==> src/rtl/mcc_pkg.sv <==
package mcc_pkg;

  typedef enum logic [3:0] {
    ST_FETCH, ST_DECODE, ST_MEMADDR, ST_LOADRD, ST_LOADWB, ST_STORE,
    ST_REXEC, ST_RWB, ST_ORIEXEC, ST_ORIWB, ST_BRANCH, ST_JUMP,
    ST_TRAPUNDEF, ST_TRAPOVF
  } ctrlState_t;

  // order matches the opcode table in mcc_opclass
  typedef enum logic [2:0] {
    OPC_LOAD, OPC_STORE, OPC_RTYPE, OPC_ORI, OPC_BEQ, OPC_JUMP, OPC_OTHER
  } opClass_t;

  typedef enum logic [1:0] {PC_INCR, PC_TARGET, PC_JUMP, PC_TRAP} pcSel_t;
  typedef enum logic [2:0] {B_REG, B_FOUR, B_SEXT, B_SEXT_SH, B_ZEXT} aluB_t;
  typedef enum logic [1:0] {ALU_ADD, ALU_SUB, ALU_OR, ALU_FUNC} aluFn_t;
  typedef enum logic [1:0] {TRAP_NONE, TRAP_UNDEF, TRAP_OVF} trapKind_t;

  typedef struct packed {
    logic      pcWrite;
    pcSel_t    pcSrc;
    logic      irLoad;
    logic      abLoad;
    logic      iord;
    logic      memRead;
    logic      memWrite;
    logic      regWrite;
    logic      regDst;
    logic      memToReg;
    logic      aluSrcA;
    aluB_t     aluSrcB;
    aluFn_t    aluOp;
    logic      epcWrite;
    trapKind_t trap;
  } strobes_t;

endpackage

==> src/rtl/mcc_opclass.sv <==
module mcc_opclass
  import mcc_pkg::*;
#(
  parameter int OP_W = 6,
  parameter logic [OP_W-1:0] OP_LOAD  = 6'h23,
  parameter logic [OP_W-1:0] OP_STORE = 6'h2B,
  parameter logic [OP_W-1:0] OP_RTYPE = 6'h00,
  parameter logic [OP_W-1:0] OP_ORI   = 6'h0D,
  parameter logic [OP_W-1:0] OP_BEQ   = 6'h04,
  parameter logic [OP_W-1:0] OP_JUMP  = 6'h02
) (
  input  logic [OP_W-1:0] opcode,
  output opClass_t        opClass
);

  localparam int NUM_OPS = 6;
  localparam logic [OP_W-1:0] OP_TAB [NUM_OPS] =
    '{OP_LOAD, OP_STORE, OP_RTYPE, OP_ORI, OP_BEQ, OP_JUMP};

  logic [NUM_OPS-1:0] hit;

  for (genvar i = 0; i < NUM_OPS; i++) begin : g_match
    assign hit[i] = (opcode == OP_TAB[i]);
  end

  // anything unmatched falls to the "other" class
  always_comb begin
    opClass = OPC_OTHER;
    for (int i = NUM_OPS - 1; i >= 0; i--) begin
      if (hit[i]) opClass = opClass_t'(3'(i));
    end
  end

endmodule

==> src/rtl/mcc_sequencer.sv <==
module mcc_sequencer
  import mcc_pkg::*;
(
  input  logic       clk,
  input  logic       rst,
  input  opClass_t   opClass,
  input  logic       aluOverflow,
  output ctrlState_t state
);

  ctrlState_t nextState;

  always_comb begin
    nextState = ST_FETCH;
    unique case (state)
      ST_FETCH:  nextState = ST_DECODE;
      ST_DECODE: begin
        unique case (opClass)
          OPC_LOAD, OPC_STORE: nextState = ST_MEMADDR;
          OPC_RTYPE:           nextState = ST_REXEC;
          OPC_ORI:             nextState = ST_ORIEXEC;
          OPC_BEQ:             nextState = ST_BRANCH;
          OPC_JUMP:            nextState = ST_JUMP;
          default:             nextState = ST_TRAPUNDEF;
        endcase
      end
      ST_MEMADDR: nextState = (opClass == OPC_STORE) ? ST_STORE : ST_LOADRD;
      ST_LOADRD:  nextState = ST_LOADWB;
      ST_REXEC:   nextState = aluOverflow ? ST_TRAPOVF : ST_RWB;
      ST_ORIEXEC: nextState = ST_ORIWB;
      default:    nextState = ST_FETCH;
    endcase
  end

  always_ff @(posedge clk) begin
    if (rst) state <= ST_FETCH;
    else     state <= nextState;
  end

endmodule

==> src/rtl/mcc_strobes.sv <==
module mcc_strobes
  import mcc_pkg::*;
(
  input  ctrlState_t state,
  input  logic       aluEqual,
  output strobes_t   strb
);

  always_comb begin
    strb = '0;
    unique case (state)
      ST_FETCH: begin
        strb.memRead = 1'b1;
        strb.irLoad  = 1'b1;
        strb.pcWrite = 1'b1;
        strb.pcSrc   = PC_INCR;
        strb.aluSrcB = B_FOUR;
        strb.aluOp   = ALU_ADD;
      end
      ST_DECODE: begin
        strb.abLoad  = 1'b1;
        strb.aluSrcB = B_SEXT_SH;
        strb.aluOp   = ALU_ADD;
      end
      ST_MEMADDR: begin
        strb.aluSrcA = 1'b1;
        strb.aluSrcB = B_SEXT;
        strb.aluOp   = ALU_ADD;
      end
      ST_LOADRD: begin
        strb.memRead = 1'b1;
        strb.iord    = 1'b1;
      end
      ST_LOADWB: begin
        strb.regWrite = 1'b1;
        strb.memToReg = 1'b1;
      end
      ST_STORE: begin
        strb.memWrite = 1'b1;
        strb.iord     = 1'b1;
      end
      ST_REXEC: begin
        strb.aluSrcA = 1'b1;
        strb.aluSrcB = B_REG;
        strb.aluOp   = ALU_FUNC;
      end
      ST_RWB: begin
        strb.regWrite = 1'b1;
        strb.regDst   = 1'b1;
      end
      ST_ORIEXEC: begin
        strb.aluSrcA = 1'b1;
        strb.aluSrcB = B_ZEXT;
        strb.aluOp   = ALU_OR;
      end
      ST_ORIWB: strb.regWrite = 1'b1;
      ST_BRANCH: begin
        strb.aluSrcA = 1'b1;
        strb.aluSrcB = B_REG;
        strb.aluOp   = ALU_SUB;
        strb.pcSrc   = PC_TARGET;
        strb.pcWrite = aluEqual;
      end
      ST_JUMP: begin
        strb.pcWrite = 1'b1;
        strb.pcSrc   = PC_JUMP;
      end
      ST_TRAPUNDEF, ST_TRAPOVF: begin
        // ALU forms PC - 4 for the exception PC; no register or memory write
        strb.aluSrcB  = B_FOUR;
        strb.aluOp    = ALU_SUB;
        strb.epcWrite = 1'b1;
        strb.pcWrite  = 1'b1;
        strb.pcSrc    = PC_TRAP;
        strb.trap     = (state == ST_TRAPOVF) ? TRAP_OVF : TRAP_UNDEF;
      end
      default: strb = '0;
    endcase
  end

endmodule

==> src/rtl/mcycle_ctrl.sv <==
module mcycle_ctrl
  import mcc_pkg::*;
#(
  parameter int OP_W    = 6,
  parameter int CAUSE_W = 5,
  parameter int ADDR_W  = 32,
  parameter logic [ADDR_W-1:0] HANDLER_ADDR = 32'h8000_0080,
  parameter int unsigned CAUSE_UNDEF = 10,
  parameter int unsigned CAUSE_OVF   = 12
) (
  input  logic               clk,
  input  logic               rst,
  input  logic [OP_W-1:0]    opcode,
  input  logic               aluOverflow,
  input  logic               aluEqual,
  output logic               pcWrite,
  output logic [1:0]         pcSrc,
  output logic               irLoad,
  output logic               abLoad,
  output logic               iord,
  output logic               memRead,
  output logic               memWrite,
  output logic               regWrite,
  output logic               regDst,
  output logic               memToReg,
  output logic               aluSrcA,
  output logic [2:0]         aluSrcB,
  output logic [1:0]         aluOp,
  output logic               epcWrite,
  output logic               causeWrite,
  output logic [CAUSE_W-1:0] causeCode,
  output logic [ADDR_W-1:0]  trapVector
);

  opClass_t   opClass;
  ctrlState_t state;
  strobes_t   strb;

  mcc_opclass #(.OP_W(OP_W)) u_opclass (
    .opcode (opcode),
    .opClass(opClass)
  );

  mcc_sequencer u_seq (
    .clk        (clk),
    .rst        (rst),
    .opClass    (opClass),
    .aluOverflow(aluOverflow),
    .state      (state)
  );

  mcc_strobes u_strb (
    .state   (state),
    .aluEqual(aluEqual),
    .strb    (strb)
  );

  assign pcWrite    = strb.pcWrite;
  assign pcSrc      = strb.pcSrc;
  assign irLoad     = strb.irLoad;
  assign abLoad     = strb.abLoad;
  assign iord       = strb.iord;
  assign memRead    = strb.memRead;
  assign memWrite   = strb.memWrite;
  assign regWrite   = strb.regWrite;
  assign regDst     = strb.regDst;
  assign memToReg   = strb.memToReg;
  assign aluSrcA    = strb.aluSrcA;
  assign aluSrcB    = strb.aluSrcB;
  assign aluOp      = strb.aluOp;
  assign epcWrite   = strb.epcWrite;
  assign causeWrite = (strb.trap != TRAP_NONE);
  assign trapVector = HANDLER_ADDR;

  always_comb begin
    unique case (strb.trap)
      TRAP_UNDEF: causeCode = CAUSE_W'(CAUSE_UNDEF);
      TRAP_OVF:   causeCode = CAUSE_W'(CAUSE_OVF);
      default:    causeCode = '0;
    endcase
  end

endmodule

==> config.mk <==
export PLATFORM = sky130hd
export DESIGN_NAME = mcycle_ctrl
export DESIGN_NICKNAME = d
export VERILOG_FILES = /design/src/rtl/mcc_pkg.sv /design/src/rtl/mcc_opclass.sv /design/src/rtl/mcc_sequencer.sv /design/src/rtl/mcc_strobes.sv /design/src/rtl/mcycle_ctrl.sv
export SDC_FILE = /design/constraint.sdc
export NUM_CORES = 1
export LEC_CHECK = 0
export ABC_AREA = 1
export BUFFER_PORTS_ARGS = -buffer_cell sky130_fd_sc_hd__buf_2
export CORE_MARGIN = 5
export CORE_UTILIZATION = 35
export DETAILED_ROUTE_END_ITERATION = 10
export PLACE_DENSITY_LB_ADDON = 0.15
export SYNTH_ARGS = -nofsm -noshare
export SYNTH_HDL_FRONTEND = slang
export SYNTH_SLANG_ARGS = --single-unit
==> constraint.sdc <==
create_clock -name clk -period 1.3 [get_ports clk]
set_input_delay 0.13 -clock clk [delete_from_list [all_inputs] [get_ports clk]]
set_output_delay 0.13 -clock clk [all_outputs]
set_load 0.05 [all_outputs]
=== Word level (Yosys, flattened, before mapping) ===
Index checks and enable logic that the tools add are counted.

* Register bits after elaboration: 4
* Input bits: 10

* Multiplexer cells: 24
* Reduce and logical (&&, ||, !) cells: 10
* Equality and inequality tests: 25

{| class="wikitable"
|+ Operators by type and width
! kind !! number
|-
| one-hot mux 5 bit (7 select lines) || 1
|-
| == test 4 bit, second input constant || 6
|-
| one-hot mux 4 bit (6 select lines) || 1
|-
| one-hot mux 4 bit (5 select lines) || 1
|-
| two-way mux 3 bit || 6
|-
| == test 4 x 3 -> 1 bit, second input constant || 4
|-
| == test 6 bit, second input constant || 2
|-
| one-hot mux 3 bit (4 select lines) || 1
|-
| two-way mux 1 bit || 9
|-
| == test 4 x 2 -> 1 bit, second input constant || 2
|-
| one-hot mux 4 bit (2 select lines) || 1
|-
| OR reduction 2 bit || 4
|-
| == test 3 x 2 -> 1 bit, second input constant || 2
|-
| == test 3 bit, second input constant || 2
|-
| == test 6 x 2 -> 1 bit, second input constant || 1
|-
| == test 6 x 3 -> 1 bit, second input constant || 1
|-
| == test 6 x 4 -> 1 bit, second input constant || 1
|-
| logical NOT 6 bit || 1
|-
| two-way mux 2 bit || 3
|-
| == test 4 x 1 -> 1 bit, second input constant || 1
|-
| logical NOT 4 bit || 1
|-
| two-way mux 4 bit || 1
|-
| OR reduction 4 bit || 1
|-
| == test 3 x 1 -> 1 bit, second input constant || 1
|-
| other kinds (5) || 5
|}

=== Logic depth before layout (Yosys ltp) ===
* Word-level depth: 11
* Gate-level depth with buffers: 8
* Depth with buffers taken out: 8

=== By module ===
From an unflattened synthesis, not the netlist that was laid out.

* Cell total of the unflattened synthesis: 170
* Area, all modules: 953.4 sq um

{| class="wikitable"
|+ Modules (own cells, without submodules)
! module !! instances !! sequential area each (sq um) !! cells each !! area an instance (sq um)
|-
| mcycle_ctrl || 1 || 0.0 || 42 || 311.5
|-
| mcc_sequencer || 1 || 80.1 || 51 || 304.0
|-
| mcc_strobes || 1 || 0.0 || 51 || 221.5
|-
| mcc_opclass || 1 || 0.0 || 26 || 116.4
|}

=== Worst setup path after synthesis ===
OpenSTA, ideal clock, no wires.

* Path kind: register to output
* From: reg u_seq.state[2]
* To: out regWrite
* Setup slack: -0.796 ns
* Stages on the path, launching flop included: 7
* Required time: 1.170 ns
* Arrival: 1.966 ns
* Cells stage by stage: dfxtp_1 > inv_1 > nor2_1 > inv_1 > nor2_1 > nor2_1 > o21ai_1

* Longest elaborated chain between the ends: 3
* Elaborated cells between the ends (all ways): 5
* Those cells by class: eq/ne (3); mux (1); reduce/logical (1)

{| class="wikitable"
|+ RTL lines
! what !! line !! RTL
|-
| start: declaration || mcc_sequencer.sv:8 || <nowiki>output ctrlState_t state</nowiki>
|-
| start signal: assignment || mcc_sequencer.sv:37 || <nowiki>else state <= nextState;</nowiki>
|-
| == test 4 bit / == test 4 x 3 -> 1 bit (equally long branches) || mcc_strobes.sv:11 || <nowiki>unique case (state)</nowiki>
|-
| OR reduction 3 bit (no source line) (*) || - ||
|-
| two-way mux 1 bit (*) || mcc_strobes.sv:11 ||
|-
| end: declaration || mcycle_ctrl.sv:23 || <nowiki>output logic regWrite,</nowiki>
|}

Mark *: on every way between the ends. The rest lies on a longest branch, timed or not.

=== Worst setup path in the final report ===
* From: reg u_seq.state[2]
* To: out aluSrcA

* Longest elaborated chain between the ends: 3
* Elaborated cells between the ends (all ways): 6
* Those cells by class: eq/ne (4); mux (1); reduce/logical (1)

{| class="wikitable"
|+ RTL lines
! what !! line !! RTL
|-
| == test 4 x 2 -> 1 bit, or another cell as far along || mcc_strobes.sv:11 ||
|-
| OR reduction 4 bit (no source line) (*) || - ||
|-
| two-way mux 1 bit (*) || mcc_strobes.sv:11 ||
|-
| end: declaration || mcycle_ctrl.sv:26 || <nowiki>output logic aluSrcA,</nowiki>
|}

Marks and branches as above.

==> results.ini <==
[run_status]
outcome=finished, violations left
violations=negative setup slack

[synth]
synth_xor_xnor_area_share_pct=0
synth-simple-area-share_pct=34.7
synth_compound_area_share_pct=7.58
synthMuxAreaShare_pct=0
syn-cell-area_um2=743
synth.avg_cell_area_um2=5.81
syn_inst=128
yosysSeqAreaShare_pct=10.8
ys_ff_latch=4
synth_top_family_by_area=buffers and inverters
synthAdderAreaFrac_pct=0
yosys_warnings=0
ys_types=17

[timing]
max_freq_mhz=704
hold_viol_final=0
rsz0062_at_grt=true
final_max_slew_viol_count=0
finalCriticalPeriod_ps=1420
post-route-period-util_pct=109
setup_violations=20
skew_ps=1.55
fin_ws_ps=-121

[floorplan]
die_w_um=56.1
die-area_um2=3140
core_um2=2000
die_h_um=56.1
rows=16
pin_count=66
start_util_pct=37.1

[layout]
layout.cells.non_filler=202
nNetsFinal=187
layout-drive-gt1-share_pct=57.1
diodes=0
areaGrowthSynthToFinish_pct=81.0
top_regs=u_seq.state: 4 flops
largest_reg_flops=4
largest-register=u_seq.state
final_area_um2=1350

[placement]
preCtsSetupSlack_ps=-79.2
dp_hpwl_um=1770
io_buffers=31
place_area_um2=998
finalWeightedCongestion=0.779
dp.cells=194

[detailed_routing]
drtIter0Drc=5
vias=837
drt_wl_total_um=2240
wl_met1_um=750
drc_errors=0
dr_wl_met3_um=183
maxUsedRoutingLayer=met4
detail_route.wl_per_cell_um=11.1
drt_pre_antenna_iters=4
routed_via_density=4.14
postRouteAntennaNets=0
wl_met2_um=1270

[critical_path]
crit_end=aluSrcA
cp_max_fo=3
rr_worst_depth=7
startpoint=u_seq.state[2]
worst_r2r_endpoint=u_seq.state[0]
crit_type=flip-flop to primary output
start_kind=flip-flop
r2r_start=u_seq.state[2]
cp_data_required_time_ps=1170
end_kind=primary output
critPathArrivalTime_ps=1290
ff2ff_setup_slack_ps=70

[power]
clkPwrFrac_pct=6.0
pwr-share-comb_pct=84.6
leakage_nw=0.685
internal_power_mw=1.03
swShare_pct=59.8
power_density_nw_per_um2=1900
power_switching_mw=1.52
p_seq_share_pct=9.4
irDropWorstVdd_mv=1.24

[clocking]
numCtsBuffers=3
clkSinkCount=4
cts_tree=yes
root_buffer=clkbuf_4
ctsHoldBuffers=0
path_clk_slew_ps=40
worstSkewPairLatency_ps=230
htree_levels=1
clock_path_buffers=2

[global_routing]
grt_max_degree=6
grt_overflow=0
grt_usage_pct=14.4
grt_pass1_vias=824
antenna_found_initial=0
grt_pass1_wl_um=3630

[min_path]
whs_path_depth=2
hold_path_class=input port to flip-flop

[flow_run]
max_cap_viol_count=0

[synthesized netlist by cell type]
master,instances,area share (%)
a31oi_1,2,1.7
nor2_4,2,3.0
nand4_1,3,2.5
buf_4,36,36
inv_1,15,7.6
nor2_1,24,12
conb_1,2,1.0
nand3_1,11,7.4
a21oi_2,1,1.2
nand2_1,14,7.1
nor2_2,2,1.7
o21ai_0,1,0.67
nand2_2,1,0.84
a21oi_1,5,3.4
o21ai_1,1,0.67
inv_2,4,2.0
dfxtp_1,4,11
[per-layer routing]
metal / vias to the layer above / GRT usage [%]
met5: - / 0
met4: 0 / 7.12
li1: 423 / -
met1: 365 / 13.4
met3: 5 / 2.55
met2: 44 / 29.0
[cell usage in the layout, fill, tap and decap left out, types with 3 or more instances in the layout]
| cell | Yosys | final |
|---|---|---|
| conb_1 | 2 | 34 |
| buf_8 | 0 | 7 |
| buf_2 | 0 | 9 |
| nand2_1 | 14 | 7 |
| nand2_4 | 0 | 5 |
| dfxtp_4 | 0 | 3 |
| clkbuf_4 | 0 | 3 |
| nor2_4 | 2 | 12 |
| nor2_1 | 24 | 14 |
| buf_4 | 36 | 12 |
| nand4_1 | 3 | 3 |
| inv_2 | 4 | 9 |
| inv_4 | 0 | 4 |
| nand3_1 | 11 | 8 |
| inv_1 | 15 | 5 |
| buf_6 | 0 | 20 |
[per-stage QoR]
stage	power [mW]	hold slack (ps)	setup TNS [ps]	util, %
CTS	2.44	90.6	-1250	63.3
global placement	1.85	344	-8.03	49.9
global route	2.68	90.3	-2530	67.2
detailed placement	1.86	339	-190	49.9
finish	2.55	101	-1210	67.2
floorplan	1.59	192	-558	-
[cells by family after synthesis]
kind of cell / Yosys count
simple gates: 57
other cells: 2
flops: 4
buf+inv: 55
compound gates: 10
[repair_timing]
item	in CTS	in global routing
setup endpoints to repair	22	24
setup buffers	5	2
pin swaps	6	8
gates resized for setup	70	22
[worst max-delay path, cell delays in order, from the launching register on]
cell and delay (ps):
dfxtp_2 340, inv_4 80, nor2_4 40, buf_6 120, a21oi_4 220, nand3_4 100
buf_8 160
[worst min-delay path by stage]
stage	startpoint	endpoint	slack [ps]
after floorplan	rst	u_seq.state[2]	190
after global placement	rst	u_seq.state[2]	340
after detailed placement	rst	u_seq.state[2]	340
after CTS	rst	u_seq.state[2]	90
after global routing	rst	u_seq.state[2]	90
final	rst	u_seq.state[2]	100
[layout make-up]
| cell class | instances | area, µm² |
|---|---|---|
| clock buffers | 3 | 22.5 |
| fillers | 166 | 657 |
| inverters | 19 | 86.3 |
| multi-input cells | 101 | 644 |
| flip-flops and latches | 4 | 92.6 |
| well taps | 27 | 33.8 |
| repair buffers | 48 | 465 |
[power by group through the flow]
stage               clock, mW  combinational (mW)  sequential, mW
floorplan                   0                1.40           0.189
global route            0.176                2.26           0.250
detailed placement          0                1.67           0.192
global placement            0                1.66           0.190
CTS                     0.157                2.06           0.221
finish                  0.152                2.16           0.240
Note: power is estimated with default switching activity, not from simulation.
